`src/rtl/wseq_pkg.sv`:
```
package wseq_pkg;

  typedef enum logic [1:0] {
    OP_WR  = 2'd0,
    OP_RD  = 2'd1,
    OP_PRE = 2'd2,
    OP_NOP = 2'd3
  } wseq_op_e;

  localparam int unsigned PAIR_W = 3;
  localparam int unsigned IDX_W  = 2;

  // data pairs per burst for a burst-length code
  function automatic logic [PAIR_W-1:0] bl_pairs(input logic [1:0] code);
    case (code)
      2'd0:    return 3'd1;
      2'd1:    return 3'd2;
      default: return 3'd4;
    endcase
  endfunction

endpackage

```
`src/rtl/wseq_dcnt.sv`:
```
module wseq_dcnt #(
  parameter int TW = 4
) (
  input  logic          clk,
  input  logic          rst_n,
  input  logic          load,
  input  logic [TW-1:0] val,
  output logic          zero
);

  logic [TW-1:0] cnt_q, cnt_d;
  logic          cnt_en;

  always_comb begin
    cnt_en = load || (cnt_q != '0);
    cnt_d  = load ? val : (cnt_q - TW'(1));
  end

  always_ff @(posedge clk or negedge rst_n) begin
    if (!rst_n) begin
      cnt_q <= '0;
    end else if (cnt_en) begin
      cnt_q <= cnt_d;
    end
  end

  assign zero = (cnt_q == '0);

  p_count_step_r6: assert property (@(posedge clk) disable iff (!rst_n)
    (!load && !zero) |=> (cnt_q == $past(cnt_q) - TW'(1)));

endmodule

```
`src/rtl/wseq_pair_sched.sv`:
```
module wseq_pair_sched
  import wseq_pkg::*;
#(
  parameter int NBANK = 4,
  parameter int COLW  = 10
) (
  input  logic                     clk,
  input  logic                     rst_n,
  input  logic                     wr_acc,
  input  logic [$clog2(NBANK)-1:0] wr_bank,
  input  logic [COLW-1:0]          wr_col,
  input  logic [1:0]               wr_bl,
  output logic                     pend_valid,
  output logic                     last_pair,
  output logic [NBANK-1:0]         busy,
  output logic                     pair_valid,
  output logic [$clog2(NBANK)-1:0] pair_bank,
  output logic [COLW-1:0]          pair_col
);

  localparam int BW = $clog2(NBANK);

  // command stage: the write sits here for the cycle its command is on the bus
  logic              pend_q;
  logic [BW-1:0]     pbank_q;
  logic [COLW-1:0]   pcol_q;
  logic [PAIR_W-1:0] pn_q;

  // data stage
  logic [PAIR_W-1:0] rem_q, rem_d;
  logic [IDX_W-1:0]  idx_q, idx_d;
  logic [BW-1:0]     bank_q;
  logic [COLW-1:0]   col_q;
  logic [PAIR_W-1:0] n_q;
  logic              run_en;

  always_comb begin
    run_en = pend_q || (rem_q != '0);
    rem_d  = rem_q;
    idx_d  = idx_q;
    if (pend_q) begin
      rem_d = pn_q;
      idx_d = '0;
    end else if (rem_q != '0) begin
      rem_d = rem_q - PAIR_W'(1);
      idx_d = idx_q + IDX_W'(1);
    end
  end

  always_ff @(posedge clk or negedge rst_n) begin
    if (!rst_n) begin
      pend_q <= 1'b0;
      rem_q  <= '0;
      idx_q  <= '0;
    end else begin
      pend_q <= wr_acc;
      if (run_en) begin
        rem_q <= rem_d;
        idx_q <= idx_d;
      end
    end
  end

  always_ff @(posedge clk or negedge rst_n) begin
    if (!rst_n) begin
      pbank_q <= '0;
      pcol_q  <= '0;
      pn_q    <= '0;
    end else if (wr_acc) begin
      pbank_q <= wr_bank;
      pcol_q  <= wr_col;
      pn_q    <= bl_pairs(wr_bl);
    end
  end

  always_ff @(posedge clk or negedge rst_n) begin
    if (!rst_n) begin
      bank_q <= '0;
      col_q  <= '0;
      n_q    <= '0;
    end else if (pend_q) begin
      bank_q <= pbank_q;
      col_q  <= pcol_q;
      n_q    <= pn_q;
    end
  end

  // column of the current pair, wrapping inside the burst-aligned block
  logic [COLW-1:0] span, mask, offs;
  always_comb begin
    span     = COLW'(n_q) << 1;
    mask     = span - COLW'(1);
    offs     = COLW'(idx_q) << 1;
    pair_col = (col_q & ~mask) | ((col_q + offs) & mask);
  end

  assign pend_valid = pend_q;
  assign pair_valid = (rem_q != '0);
  assign pair_bank  = bank_q;
  assign last_pair  = pair_valid && ((rem_q == PAIR_W'(1)) || pend_q);

  for (genvar b = 0; b < NBANK; b++) begin : g_busy
    assign busy[b] = (pend_q && (pbank_q == BW'(b))) ||
                     (pair_valid && (bank_q == BW'(b)));
  end

  p_first_pair_r3: assert property (@(posedge clk) disable iff (!rst_n)
    pend_q |=> pair_valid);

  p_rem_bound_r3: assert property (@(posedge clk) disable iff (!rst_n)
    rem_q <= PAIR_W'(4));

  p_cut_restart_r5: assert property (@(posedge clk) disable iff (!rst_n)
    pend_q |=> (idx_q == '0));

endmodule

```
`src/rtl/wseq_bank.sv`:
```
module wseq_bank #(
  parameter int TW = 4
) (
  input  logic          clk,
  input  logic          rst_n,
  input  logic [TW-1:0] cfg_twr,
  input  logic [TW-1:0] cfg_trp,
  input  logic          data_busy,
  input  logic          last_pair,
  input  logic          arm_ap,
  input  logic          pre_acc,
  input  logic          any_acc,
  output logic          rdy_cmd,
  output logic          rdy_pre
);

  logic ap_arm_q, ap_arm_d;
  logic ap_fire;
  logic wr_zero, rp_zero;
  logic rp_load;

  wseq_dcnt #(.TW(TW)) u_wr (
    .clk  (clk),
    .rst_n(rst_n),
    .load (last_pair),
    .val  (cfg_twr),
    .zero (wr_zero)
  );

  wseq_dcnt #(.TW(TW)) u_rp (
    .clk  (clk),
    .rst_n(rst_n),
    .load (rp_load),
    .val  (cfg_trp),
    .zero (rp_zero)
  );

  always_comb begin
    ap_fire  = ap_arm_q && !data_busy && wr_zero;
    rp_load  = pre_acc || ap_fire;
    ap_arm_d = ap_arm_q;
    if (arm_ap) begin
      ap_arm_d = 1'b1;
    end else if (ap_fire) begin
      ap_arm_d = 1'b0;
    end
  end

  always_ff @(posedge clk or negedge rst_n) begin
    if (!rst_n) begin
      ap_arm_q <= 1'b0;
    end else begin
      ap_arm_q <= ap_arm_d;
    end
  end

  assign rdy_cmd = rp_zero && !ap_arm_q;
  assign rdy_pre = rdy_cmd && !data_busy && wr_zero;

  p_rp_hold_r8: assert property (@(posedge clk) disable iff (!rst_n)
    !rp_zero |-> !any_acc);

  p_pre_no_data_r7: assert property (@(posedge clk) disable iff (!rst_n)
    pre_acc |-> !data_busy);

  p_ap_release_r9: assert property (@(posedge clk) disable iff (!rst_n)
    $fell(ap_arm_q) |-> $past(!data_busy && wr_zero));

  p_ap_block_r9: assert property (@(posedge clk) disable iff (!rst_n)
    ap_arm_q |-> !any_acc);

endmodule

```
`src/rtl/wrburst_seq.sv`:
```
module wrburst_seq
  import wseq_pkg::*;
#(
  parameter int NBANK = 4,
  parameter int COLW  = 10,
  parameter int TW    = 4
) (
  input  logic                     clk,
  input  logic                     rst_n,
  input  logic [TW-1:0]            cfg_twtr,
  input  logic [TW-1:0]            cfg_twr,
  input  logic [TW-1:0]            cfg_trp,
  input  logic                     req_valid,
  output logic                     req_ready,
  input  logic [1:0]               req_op,
  input  logic [$clog2(NBANK)-1:0] req_bank,
  input  logic [COLW-1:0]          req_col,
  input  logic [1:0]               req_bl,
  input  logic                     req_ap,
  output logic                     cmd_valid,
  output logic [1:0]               cmd_op,
  output logic [$clog2(NBANK)-1:0] cmd_bank,
  output logic [COLW-1:0]          cmd_col,
  output logic                     cmd_ap,
  output logic                     wr_pair_valid,
  output logic [$clog2(NBANK)-1:0] wr_pair_bank,
  output logic [COLW-1:0]          wr_pair_col
);

  localparam int BW = $clog2(NBANK);

  // reset: asserted asynchronously, released on the clock
  logic rst_s0, rst_s1, rst_i_n;
  always_ff @(posedge clk or negedge rst_n) begin
    if (!rst_n) begin
      rst_s0 <= 1'b0;
      rst_s1 <= 1'b0;
    end else begin
      rst_s0 <= 1'b1;
      rst_s1 <= rst_s0;
    end
  end
  assign rst_i_n = rst_s1;

  wseq_op_e op;
  assign op = wseq_op_e'(req_op);

  logic [NBANK-1:0] rdy_cmd, rdy_pre, busy, lp_vec, arm_vec, pre_vec, acc_vec;
  logic pend_valid, last_pair, wtr_zero, rd_ok, acc, wr_acc;

  always_comb begin
    rd_ok = !pend_valid && !wr_pair_valid && wtr_zero;
    case (op)
      OP_WR:   req_ready = rdy_cmd[req_bank];
      OP_RD:   req_ready = rdy_cmd[req_bank] && rd_ok;
      OP_PRE:  req_ready = rdy_pre[req_bank];
      default: req_ready = 1'b1;
    endcase
    acc    = req_valid && req_ready;
    wr_acc = acc && (op == OP_WR);
  end

  wseq_pair_sched #(.NBANK(NBANK), .COLW(COLW)) u_sched (
    .clk       (clk),
    .rst_n     (rst_i_n),
    .wr_acc    (wr_acc),
    .wr_bank   (req_bank),
    .wr_col    (req_col),
    .wr_bl     (req_bl),
    .pend_valid(pend_valid),
    .last_pair (last_pair),
    .busy      (busy),
    .pair_valid(wr_pair_valid),
    .pair_bank (wr_pair_bank),
    .pair_col  (wr_pair_col)
  );

  wseq_dcnt #(.TW(TW)) u_wtr (
    .clk  (clk),
    .rst_n(rst_i_n),
    .load (last_pair),
    .val  (cfg_twtr),
    .zero (wtr_zero)
  );

  for (genvar b = 0; b < NBANK; b++) begin : g_bank
    assign acc_vec[b] = acc && (op != OP_NOP) && (req_bank == BW'(b));
    assign arm_vec[b] = acc_vec[b] && (op == OP_WR) && req_ap;
    assign pre_vec[b] = acc_vec[b] && (op == OP_PRE);
    assign lp_vec[b]  = last_pair && (wr_pair_bank == BW'(b));

    wseq_bank #(.TW(TW)) u_bank (
      .clk      (clk),
      .rst_n    (rst_i_n),
      .cfg_twr  (cfg_twr),
      .cfg_trp  (cfg_trp),
      .data_busy(busy[b]),
      .last_pair(lp_vec[b]),
      .arm_ap   (arm_vec[b]),
      .pre_acc  (pre_vec[b]),
      .any_acc  (acc_vec[b]),
      .rdy_cmd  (rdy_cmd[b]),
      .rdy_pre  (rdy_pre[b])
    );
  end

  // command bus
  logic cmd_valid_d;
  assign cmd_valid_d = acc && (op != OP_NOP);

  always_ff @(posedge clk or negedge rst_i_n) begin
    if (!rst_i_n) begin
      cmd_valid <= 1'b0;
    end else begin
      cmd_valid <= cmd_valid_d;
    end
  end

  always_ff @(posedge clk or negedge rst_i_n) begin
    if (!rst_i_n) begin
      cmd_op   <= '0;
      cmd_bank <= '0;
      cmd_col  <= '0;
      cmd_ap   <= 1'b0;
    end else if (cmd_valid_d) begin
      cmd_op   <= req_op;
      cmd_bank <= req_bank;
      cmd_col  <= req_col;
      cmd_ap   <= req_ap && (op == OP_WR);
    end
  end

  p_cmd_next_r2: assert property (@(posedge clk) disable iff (!rst_i_n)
    (req_valid && req_ready && (req_op != 2'd3)) |=> cmd_valid);

  p_no_stray_cmd_r10: assert property (@(posedge clk) disable iff (!rst_i_n)
    cmd_valid |-> $past(req_valid && req_ready));

  p_read_clear_r6: assert property (@(posedge clk) disable iff (!rst_i_n)
    (cmd_valid && (cmd_op == 2'd1)) |-> $past(!wr_pair_valid));

  p_wr_data_follows_r3: assert property (@(posedge clk) disable iff (!rst_i_n)
    (cmd_valid && (cmd_op == 2'd0)) |=> wr_pair_valid);

endmodule

```
`config.mk`:
```
export PLATFORM = sky130hd
export DESIGN_NAME = wrburst_seq
export DESIGN_NICKNAME = d
export VERILOG_FILES = /design/src/rtl/wseq_pkg.sv /design/src/rtl/wseq_dcnt.sv /design/src/rtl/wseq_pair_sched.sv /design/src/rtl/wseq_bank.sv /design/src/rtl/wrburst_seq.sv
export SDC_FILE = /design/constraint.sdc
export NUM_CORES = 1
export LEC_CHECK = 0
export BUFFER_PORTS_ARGS = -buffer_cell sky130_fd_sc_hd__buf_2
export CAP_MARGIN = 20
export CORE_MARGIN = 2
export CORE_UTILIZATION = 55
export CTS_BUF_LIST = sky130_fd_sc_hd__clkbuf_8 sky130_fd_sc_hd__clkbuf_16
export CTS_CLUSTER_DIAMETER = 60
export DETAILED_ROUTE_END_ITERATION = 16
export GPL_ROUTABILITY_DRIVEN = 0
export PLACE_DENSITY = 0.76
export RECOVER_POWER = 50
export SKIP_CTS_REPAIR_TIMING = 1
export SLEW_MARGIN = 25
export SYNTH_ARGS = -nofsm -noshare
export SYNTH_HDL_FRONTEND = slang
export SYNTH_HIERARCHICAL = 1
export SYNTH_SLANG_ARGS = --single-unit
```
`constraint.sdc`:
```
create_clock -name clk -period 6 [get_ports clk]
set_clock_uncertainty 0.1 [all_clocks]
set_input_delay 0.6 -clock clk [delete_from_list [all_inputs] [get_ports clk]]
set_output_delay 0.6 -clock clk [all_outputs]
set_load 0.02 [all_outputs]
```
==> impl_metrics.tcl, run 1 <==
set metrics [dict create \
    outcome "finished, violations left" \
    violations "max-capacitance violations, max-slew violations" \
    routed_wl_um 9710 \
    vias 3474 \
    tightestPinTransition_ps 2720 \
    firstDrtPassIters 4 \
    worstSetupPathType "reg2async" \
    cap_violations 2 \
    grt_first_pass_wirelength_um 16500 \
    critPathBufInv 1 \
    synth_warnings 6 \
    viasPerCell 5.54 \
    synthesis.area_um2 5070 \
    finalCritPeriodShare 0.677 \
    synth_cells 456 \
    slew_violations 95 \
    synth_fp_nets 504 \
    num_rows 35 \
    clockBufferDepth 2 \
    dpl-instance-area_um2 5430 \
    fin_tns_setup_ps 0 \
    setup_viol 0 \
    internal_power_mw 1.84 \
    end_kind "async pin" \
    p_sw_frac 0.383 \
    fin_area_um2 5660 \
    leakagePower_nw 2.52 \
    drt_iter0_drc 128 \
    num_antenna_cells 0 \
    cts.sinks 94 \
    critPathMaxFanout 53 \
    cp_top_family "buffers and inverters" \
    clk_latency_ps 360 \
    initial_core_util 0.556 \
    power_frac_comb 0.438 \
    die_h_um 100 \
    cts_buffers 9 \
    start_kind "flip-flop" \
    wl_per_cell_um 15.5 \
    clk_pin_slew_ps 90 \
    die_w_um 100 \
    ant_nets 0 \
    port_buffers 61 \
    hp-class "reg2reg" \
    final_layout_size_suffix_gt1_frac 0.242 \
    fill_cells 752 \
    seq_power_share 0.385 \
    cts-root-buf "clkbuf_8" \
    p_switching_mw 1.14 \
    grt_pass1_vias 3458 \
    drc_errors 0 \
    antenna_found_initial 0 \
    period_needed_ps 4060 \
    pwr-share-clk 0.177 \
    grt_usage 0.209 \
    slowest_delay_ps 2020 \
    cts_tree "done" \
    core_um2 9110 \
    vdd_drop_max_uv 256 \
    area_growth_pct 11.8 \
    io_pins 62 \
    grt-ovfl-total 0 \
    grt_start_max_net_pins 54 \
    worstPathArrival_ps 3850 \
    path_cells "clkbuf_1" \
    dieArea_um2 10000 \
    slowest_stage "clkbuf_1" \
    final_nets 559 \
    finalHoldViolCount 0 \
    htreeDepth 3 \
    slew-limit-headroom -0.816 \
    fmax_mhz 246 \
    dp_hpwl_um 7090 \
    rsz0062_at_grt "no" \
    power_density_nw_per_um2 527 \
    avgSynthCellArea_um2 11.1 \
    crit_required_ps 5790 \
]
## power groups by stage
stage | registers, mW | clock network, mW | logic [mW]
6_report | 1.15 | 0.528 | 1.31
5_1_grt | 1.19 | 0.563 | 1.46
4_1_cts | 1.15 | 0.534 | 1.34
3_5_place_dp | 1.16 | 0 | 1.33
3_3_place_gp | 1.14 | 0 | 1.27
2_1_floorplan | 1.17 | 0 | 1.00
## metal layers
layer,global-route usage,vias to the layer above,part of all wire
met2,0.337,74,0.48
met4,0.0864,0,0.020
met1,0.283,1702,0.46
met5,0,-,0
li1,-,1684,-
met3,0.0369,14,0.035
## placed cells by master (no fill, tap or decap), drive strengths merged, types with 6 or more instances in the layout
cell type,instances
mux2i,22
nor2,16
buf,43
mux2,44
dfrtp,94
nor2b,15
nand2b,6
xor2,7
inv,41
clkbuf,29
o21ai,32
ha,15
nor3,22
nand2,34
xnor2,12
nor3b,25
a221o,9
## sequential cells by signal, summed over array words and instances, names as in the netlist, 4 cells and up
signal                    flops
g_bank.u_bank/u_wr/cnt_q     16
u_sched/pcol_q               10
u_wtr/cnt_q                   4
g_bank.u_bank/ap_arm_q        4
g_bank.u_bank/u_rp/cnt_q     16
cmd_col                      10
u_sched/col_q                10
## path summary, 6_finish.rpt
kind | from | end | slack [ps] | cells after the start
min in group asynchronous | rst_n | rst_i_n | 470 | 2
setup reg to reg | rst_i_n | u_sched/col_q[3] | 1940 | 1
setup / recovery | rst_i_n | u_sched/col_q[3] | 1940 | 1
max in group clk | u_sched/rem_q[0] | req_ready | 2040 | 12
hold reg to reg | rst_s0 | rst_i_n | 280 | 0
hold / removal | rst_s0 | rst_i_n | 280 | 0
## stage by stage
stage	utilization	total power [mW]	hold WS (ps)	instances	worst slack, ps
finish	0.622	2.98	282	627	1940
detailed placement	0.596	2.48	239	610	2160
floorplan	-	2.17	204	456	2440
CTS	0.624	3.02	-105	626	2080
global placement	0.596	2.42	227	610	2370
global route	0.622	3.21	327	627	1030
## area by class of cell
class,instances,area (µm²),share of cell area
clock buffer,10,138,0.0243
multi-input combinational,302,2470,0.436
inverter,41,154,0.0272
sequential,94,2350,0.415
tap,111,139,0.0245
timing repair buffer,63,297,0.0524
clock inverter,6,116,0.0205
Power figures use the tool's default switching activity.
==> inputs of run 2 (changes only) <==
clock period = 4.15 ns   (was 6 ns; I/O delays follow)
==> run 2 against run 1 <==
Effect of this change: die area stayed put; first-iteration DRC count grew 30%; total power grew 39%; sequential share of layout area is 0.32 points higher; clock power up 10%; sequential power increased by 44%; highest routed layer unchanged; utilization down 0.48 points; the flow still finishes with violations (max-capacitance violations, max-slew violations); hold slack got worse by 120 ps; clock-buffer cell count down 1.
==> impl_metrics.tcl, run 2 (synthesis results as in run 1) <==
set metrics [dict create \
    outcome "finished, violations left" \
    violations "max-capacitance violations, max-slew violations" \
    hp-class "in2reg" \
    crit_required_ps 4300 \
    cts_tree "done" \
    cts.sinks 94 \
    cts-root-buf "clkbuf_8" \
    die_w_um 100 \
    r2r_end "g_bank[0].u_bank/u_rp/cnt_q[3]" \
    vias 3477 \
    num_antenna_cells 0 \
    drc_errors 0 \
    final_cell_mix "dfrtp_1 (94), buf_2 (42), inv_1 (40), mux2_2 (40), nand2_1 (34)" \
    critPathMaxFanout 9 \
    worstPathArrival_ps 3940 \
    die_h_um 100 \
    path_cells "inv_1, ha_1, nor2b_1, clkinv_1, nand3_1, o21ai_0, nand2b_4, nor3b_2, mux2i_1, a22oi_2, nand4_1, nor3_1, o21bai_1, nor3_1, a221o_1" \
    fmax_mhz 264 \
    grt_pass1_vias 3444 \
    pwr-share-clk 0.140 \
    final_common_cell "dfrtp_1" \
    cap_violations 1 \
    fill_cells 786 \
    finalCritPeriodShare 0.914 \
    wl_per_cell_um 15.5 \
    routed_wl_um 9750 \
    slowest_delay_ps 400 \
    firstDrtPassIters 4 \
    initial_core_util 0.556 \
    met3_usage 0.0418 \
    seq_power_share 0.401 \
    internal_power_mw 2.48 \
    grt_start_max_net_pins 59 \
    dieArea_um2 10000 \
    end_kind "flip-flop" \
    rrSetupSlack_ps 360 \
    multiInputGateArea_um2 2470 \
    tightestPinTransition_ps 2250 \
    slowest_stage "dfrtp_1" \
    clk_latency_ps 360 \
    timing.rr.start "u_sched/rem_q[0]" \
    slew-limit-headroom -0.500 \
    core_um2 9110 \
    ant_nets 0 \
    finalHoldViolCount 0 \
    io_pins 62 \
    htreeDepth 3 \
    grt-ovfl-total 0 \
    met2_usage 0.340 \
    setup_viol 0 \
    area_growth_pct 10.9 \
    hold_ws_ps 164 \
    reg2reg_depth 15 \
    viasPerCell 5.52 \
    drt_iter0_drc 166 \
    leakagePower_nw 2.51 \
    slew_violations 59 \
    dp_hpwl_um 7110 \
    final_layout_size_suffix_gt1_frac 0.247 \
    start_kind "flip-flop" \
    cts_buffers 9 \
    port_buffers 61 \
    p_sw_frac 0.401 \
    largest_registers "g_bank.u_bank/u_rp/cnt_q: 16 flops, g_bank.u_bank/u_wr/cnt_q: 16 flops" \
    grt_first_pass_wirelength_um 16200 \
    hold_path_startpoint "cfg_twtr[2]" \
    worstSetupPathType "reg2reg" \
    critPathBufInv 2 \
    finalPower_mw 4.14 \
    period_needed_ps 3790 \
    clockBufferDepth 2 \
    grt_busiest_layer "met2" \
    antenna_found_initial 0 \
    grt_util_met1 0.271 \
    grt_usage 0.205 \
    hold_depth 3 \
    vdd_drop_max_uv 374 \
    seqCellArea_um2 2350 \
    p_switching_mw 1.66 \
    num_rows 35 \
    clk_pin_slew_ps 100 \
    power_density_nw_per_um2 736 \
    final_nets 562 \
    hold_path_end "u_wtr/cnt_q[2]" \
    cp_top_family "simple AND/OR/NAND/NOR gates" \
    power_frac_comb 0.459 \
    path_common_cell "nor3_1" \
]
## run 2: worst max path at each step
stage / start / endpoint / slack (ps) / cells past startpoint
4_1_cts: u_sched/rem_q[0] / g_bank[0].u_bank/u_rp/cnt_q[3] / 220 / 15
6_report: u_sched/rem_q[0] / g_bank[0].u_bank/u_rp/cnt_q[3] / 360 / 15
3_5_place_dp: u_sched/rem_q[0] / g_bank[0].u_bank/u_rp/cnt_q[3] / 270 / 15
2_1_floorplan: u_sched/rem_q[0] / g_bank[0].u_bank/u_rp/cnt_q[3] / 590 / 16
3_3_place_gp: u_sched/rem_q[0] / g_bank[0].u_bank/u_rp/cnt_q[3] / 530 / 15
5_1_grt: u_sched/rem_q[0] / g_bank[3].u_bank/u_rp/cnt_q[3] / -10 / 15
## run 2: through the flow
| stage | TNS (ps) | setup WS, ps | cells | cell area, µm² | utilization |
|---|---|---|---|---|---|
| after floorplan | 0 | 595 | 456 | 5070 | - |
| after global routing | -20.3 | -13.5 | 630 | 5620 | 0.617 |
| after detailed placement | 0 | 265 | 613 | 5450 | 0.599 |
| after CTS | 0 | 216 | 629 | 5640 | 0.619 |
| after global placement | 0 | 532 | 613 | 5450 | 0.599 |
| final | 0 | 359 | 630 | 5620 | 0.617 |
## run 2: worst reg2reg max path: stages (launching register included)
cell	delay, ps
dfrtp_1	400
inv_1	130
ha_1	170
nor2b_1	330
clkinv_1	360
nand3_1	200
o21ai_0	110
nand2b_4	170
nor3b_2	160
mux2i_1	110
a22oi_2	300
nand4_1	260
nor3_1	180
o21bai_1	290
nor3_1	110
a221o_1	330
## run 2: area by class of cell
class | count | share of cell area
sequential | 94 | 0.419
clock buffer | 9 | 0.0220
tap | 111 | 0.0247
inverter | 41 | 0.0274
clock inverter | 7 | 0.0111
timing repair buffer | 66 | 0.0561
multi-input combinational | 302 | 0.440
## run 2: power by group through the flow
stage                     Combinational (mW)  Sequential [mW]  Clock, mW
after global placement                  1.84             1.65          0
after global routing                    2.11             1.72      0.627
final                                   1.90             1.66      0.581
after CTS                               1.93             1.66      0.599
after detailed placement                1.92             1.67          0
after floorplan                         1.45             1.69          0
## run 2: layer usage
| layer | up-vias | wire, µm |
|---|---|---|
| met2 | 73 | 4840 |
| met1 | 1701 | 4330 |
| li1 | 1692 | - |
| met4 | 0 | 129 |
| met3 | 11 | 441 |
| met5 | - | 0 |
==> inputs of run 3 (changes only) <==
BUFFER_PORTS_ARGS = -buffer_cell sky130_fd_sc_hd__clkbuf_2   (was -buffer_cell sky130_fd_sc_hd__buf_2)
==> run 3 against run 2 <==
Effect of this change: the run still ends with max-capacitance violations, max-slew violations left; critical path type unchanged; utilization hardly changed; clock power is 3% lower; critical path depth stayed put; clock-buffer cell count is 1 higher; combinational power hardly changed.
==> impl_metrics.tcl, run 3 (synthesis results as in run 1) <==
set metrics [dict create \
    vdd_drop_max_uv 431 \
    hp-class "in2reg" \
    antenna_found_initial 0 \
    cts_buffers 9 \
    layoutNonFillerInstCount 630 \
    die_h_um 100 \
    io_pins 62 \
    grt_start_max_net_pins 54 \
    drt_iter0_drc 145 \
    power_density_nw_per_um2 735 \
    num_antenna_cells 0 \
    die_w_um 100 \
    grt-ovfl-total 0 \
    final_layout_size_suffix_gt1_frac 0.249 \
    final_nets 562 \
    routed_wl_um 9830 \
    worstPathArrival_ps 3680 \
    final_cell_mix "dfrtp_1 (94), clkbuf_2 (43), inv_1 (40), mux2_2 (40), nand2_1 (34)" \
    grt_pass1_vias 3560 \
    clockBufferDepth 2 \
    violations "max-capacitance violations, max-slew violations" \
    end_kind "flip-flop" \
    cts-root-buf "clkbuf_8" \
    finalHoldViolCount 0 \
    cap_violations 1 \
    hold_ws_ps 170 \
    clk_latency_ps 350 \
    wl_per_cell_um 15.6 \
    cts.sinks 94 \
    start_kind "flip-flop" \
    slew-limit-headroom -0.360 \
    setup_viol 0 \
    finalCritPeriodShare 0.853 \
    initial_core_util 0.556 \
    rsz0062_at_grt "no" \
    grt_usage 0.212 \
    dieArea_um2 10000 \
    drc_errors 0 \
    viasPerCell 5.51 \
    final_common_cell "dfrtp_1" \
    dp.cells 613 \
    clk_pin_slew_ps 90 \
    worstSetupPathType "reg2reg" \
    leakagePower_nw 2.51 \
    htreeDepth 3 \
    dp_hpwl_um 7170 \
    grt_first_pass_wirelength_um 16700 \
    tightestPinTransition_ps 2040 \
    fin_tns_setup_ps 0 \
    largest_registers "g_bank.u_bank/u_rp/cnt_q: 16 flops, g_bank.u_bank/u_wr/cnt_q: 16 flops" \
    fmax_mhz 282 \
    firstDrtPassIters 4 \
    port_buffers 61 \
    cts_tree "done" \
    period_needed_ps 3540 \
    ant_nets 0 \
    critPathMaxFanout 9 \
    crit_required_ps 4290 \
    num_rows 35 \
    core_um2 9110 \
    slew_violations 54 \
    vias 3473 \
    area_growth_pct 10.9 \
    outcome "finished, violations left" \
]
[run 3: changes by cell type in the layout (fill, tap and decap cells not counted), sizes merged]
cell      before  now
buf           44    2
clkbuf        30   73
inv           44   42
clkinvlp       0    2
clkinv         4    3
[run 3: path summary, 6_finish.rpt]
path	startpoint	to	slack (ps)	cells after the start
min reg2reg	rst_s0	rst_i_n	270	0
max	u_sched/rem_q[0]	g_bank[0].u_bank/u_rp/cnt_q[3]	610	15
max reg2reg	u_sched/rem_q[0]	g_bank[0].u_bank/u_rp/cnt_q[3]	610	15
max in group asynchronous	rst_i_n	g_bank[3].u_bank/u_rp/cnt_q[2]	1280	1
min	cfg_twtr[2]	u_wtr/cnt_q[2]	170	3
min in group asynchronous	rst_n	rst_s0	270	2
[run 3: layer usage]
layer | track usage | part of all wire | vias up
met5 | 0 | 0 | -
met4 | 0.0769 | 0.011 | 0
met3 | 0.0369 | 0.039 | 6
met2 | 0.357 | 0.50 | 59
met1 | 0.278 | 0.45 | 1720
li1 | - | - | 1688
[run 3: final cells by class]
class,count,area (µm²)
clock inverters,6,46.3
inverters,41,154
flip-flops and latches,94,2350
clock buffers,10,138
multi-input cells,302,2470
fillers,746,3490
well taps,111,139
repair buffers,66,315
[run 3: per-stage QoR]
step                instance area, µm²  power (mW)  utilization  setup WS, ps
finish                            5620        4.13        0.617           609
global route                      5620        4.45        0.617           253
CTS                               5640        4.19        0.619           237
detailed placement                5450        3.61        0.599           269
global placement                  5450        3.51        0.599           521
floorplan                         5070        3.13            -           595
[run 3: report_power, final]
group / total, mW / internal, mW / switching (mW)
logic: 1.90 / 0.933 / 0.967
registers: 1.66 / 1.31 / 0.350
clock network: 0.566 / 0.237 / 0.329
total: 4.13 / 2.48 / 1.65
[run 3: worst max-delay path: stages, from the launching register on]
cell	delay, ps
dfrtp_1	390
inv_1	110
ha_1	180
nor2b_1	360
inv_2	170
nand3_1	120
o21ai_0	100
nand2b_4	160
nor3b_2	190
mux2i_1	110
a22oi_2	280
nand4_1	260
nor3_1	180
o21bai_1	290
nor3_1	100
a221o_1	330
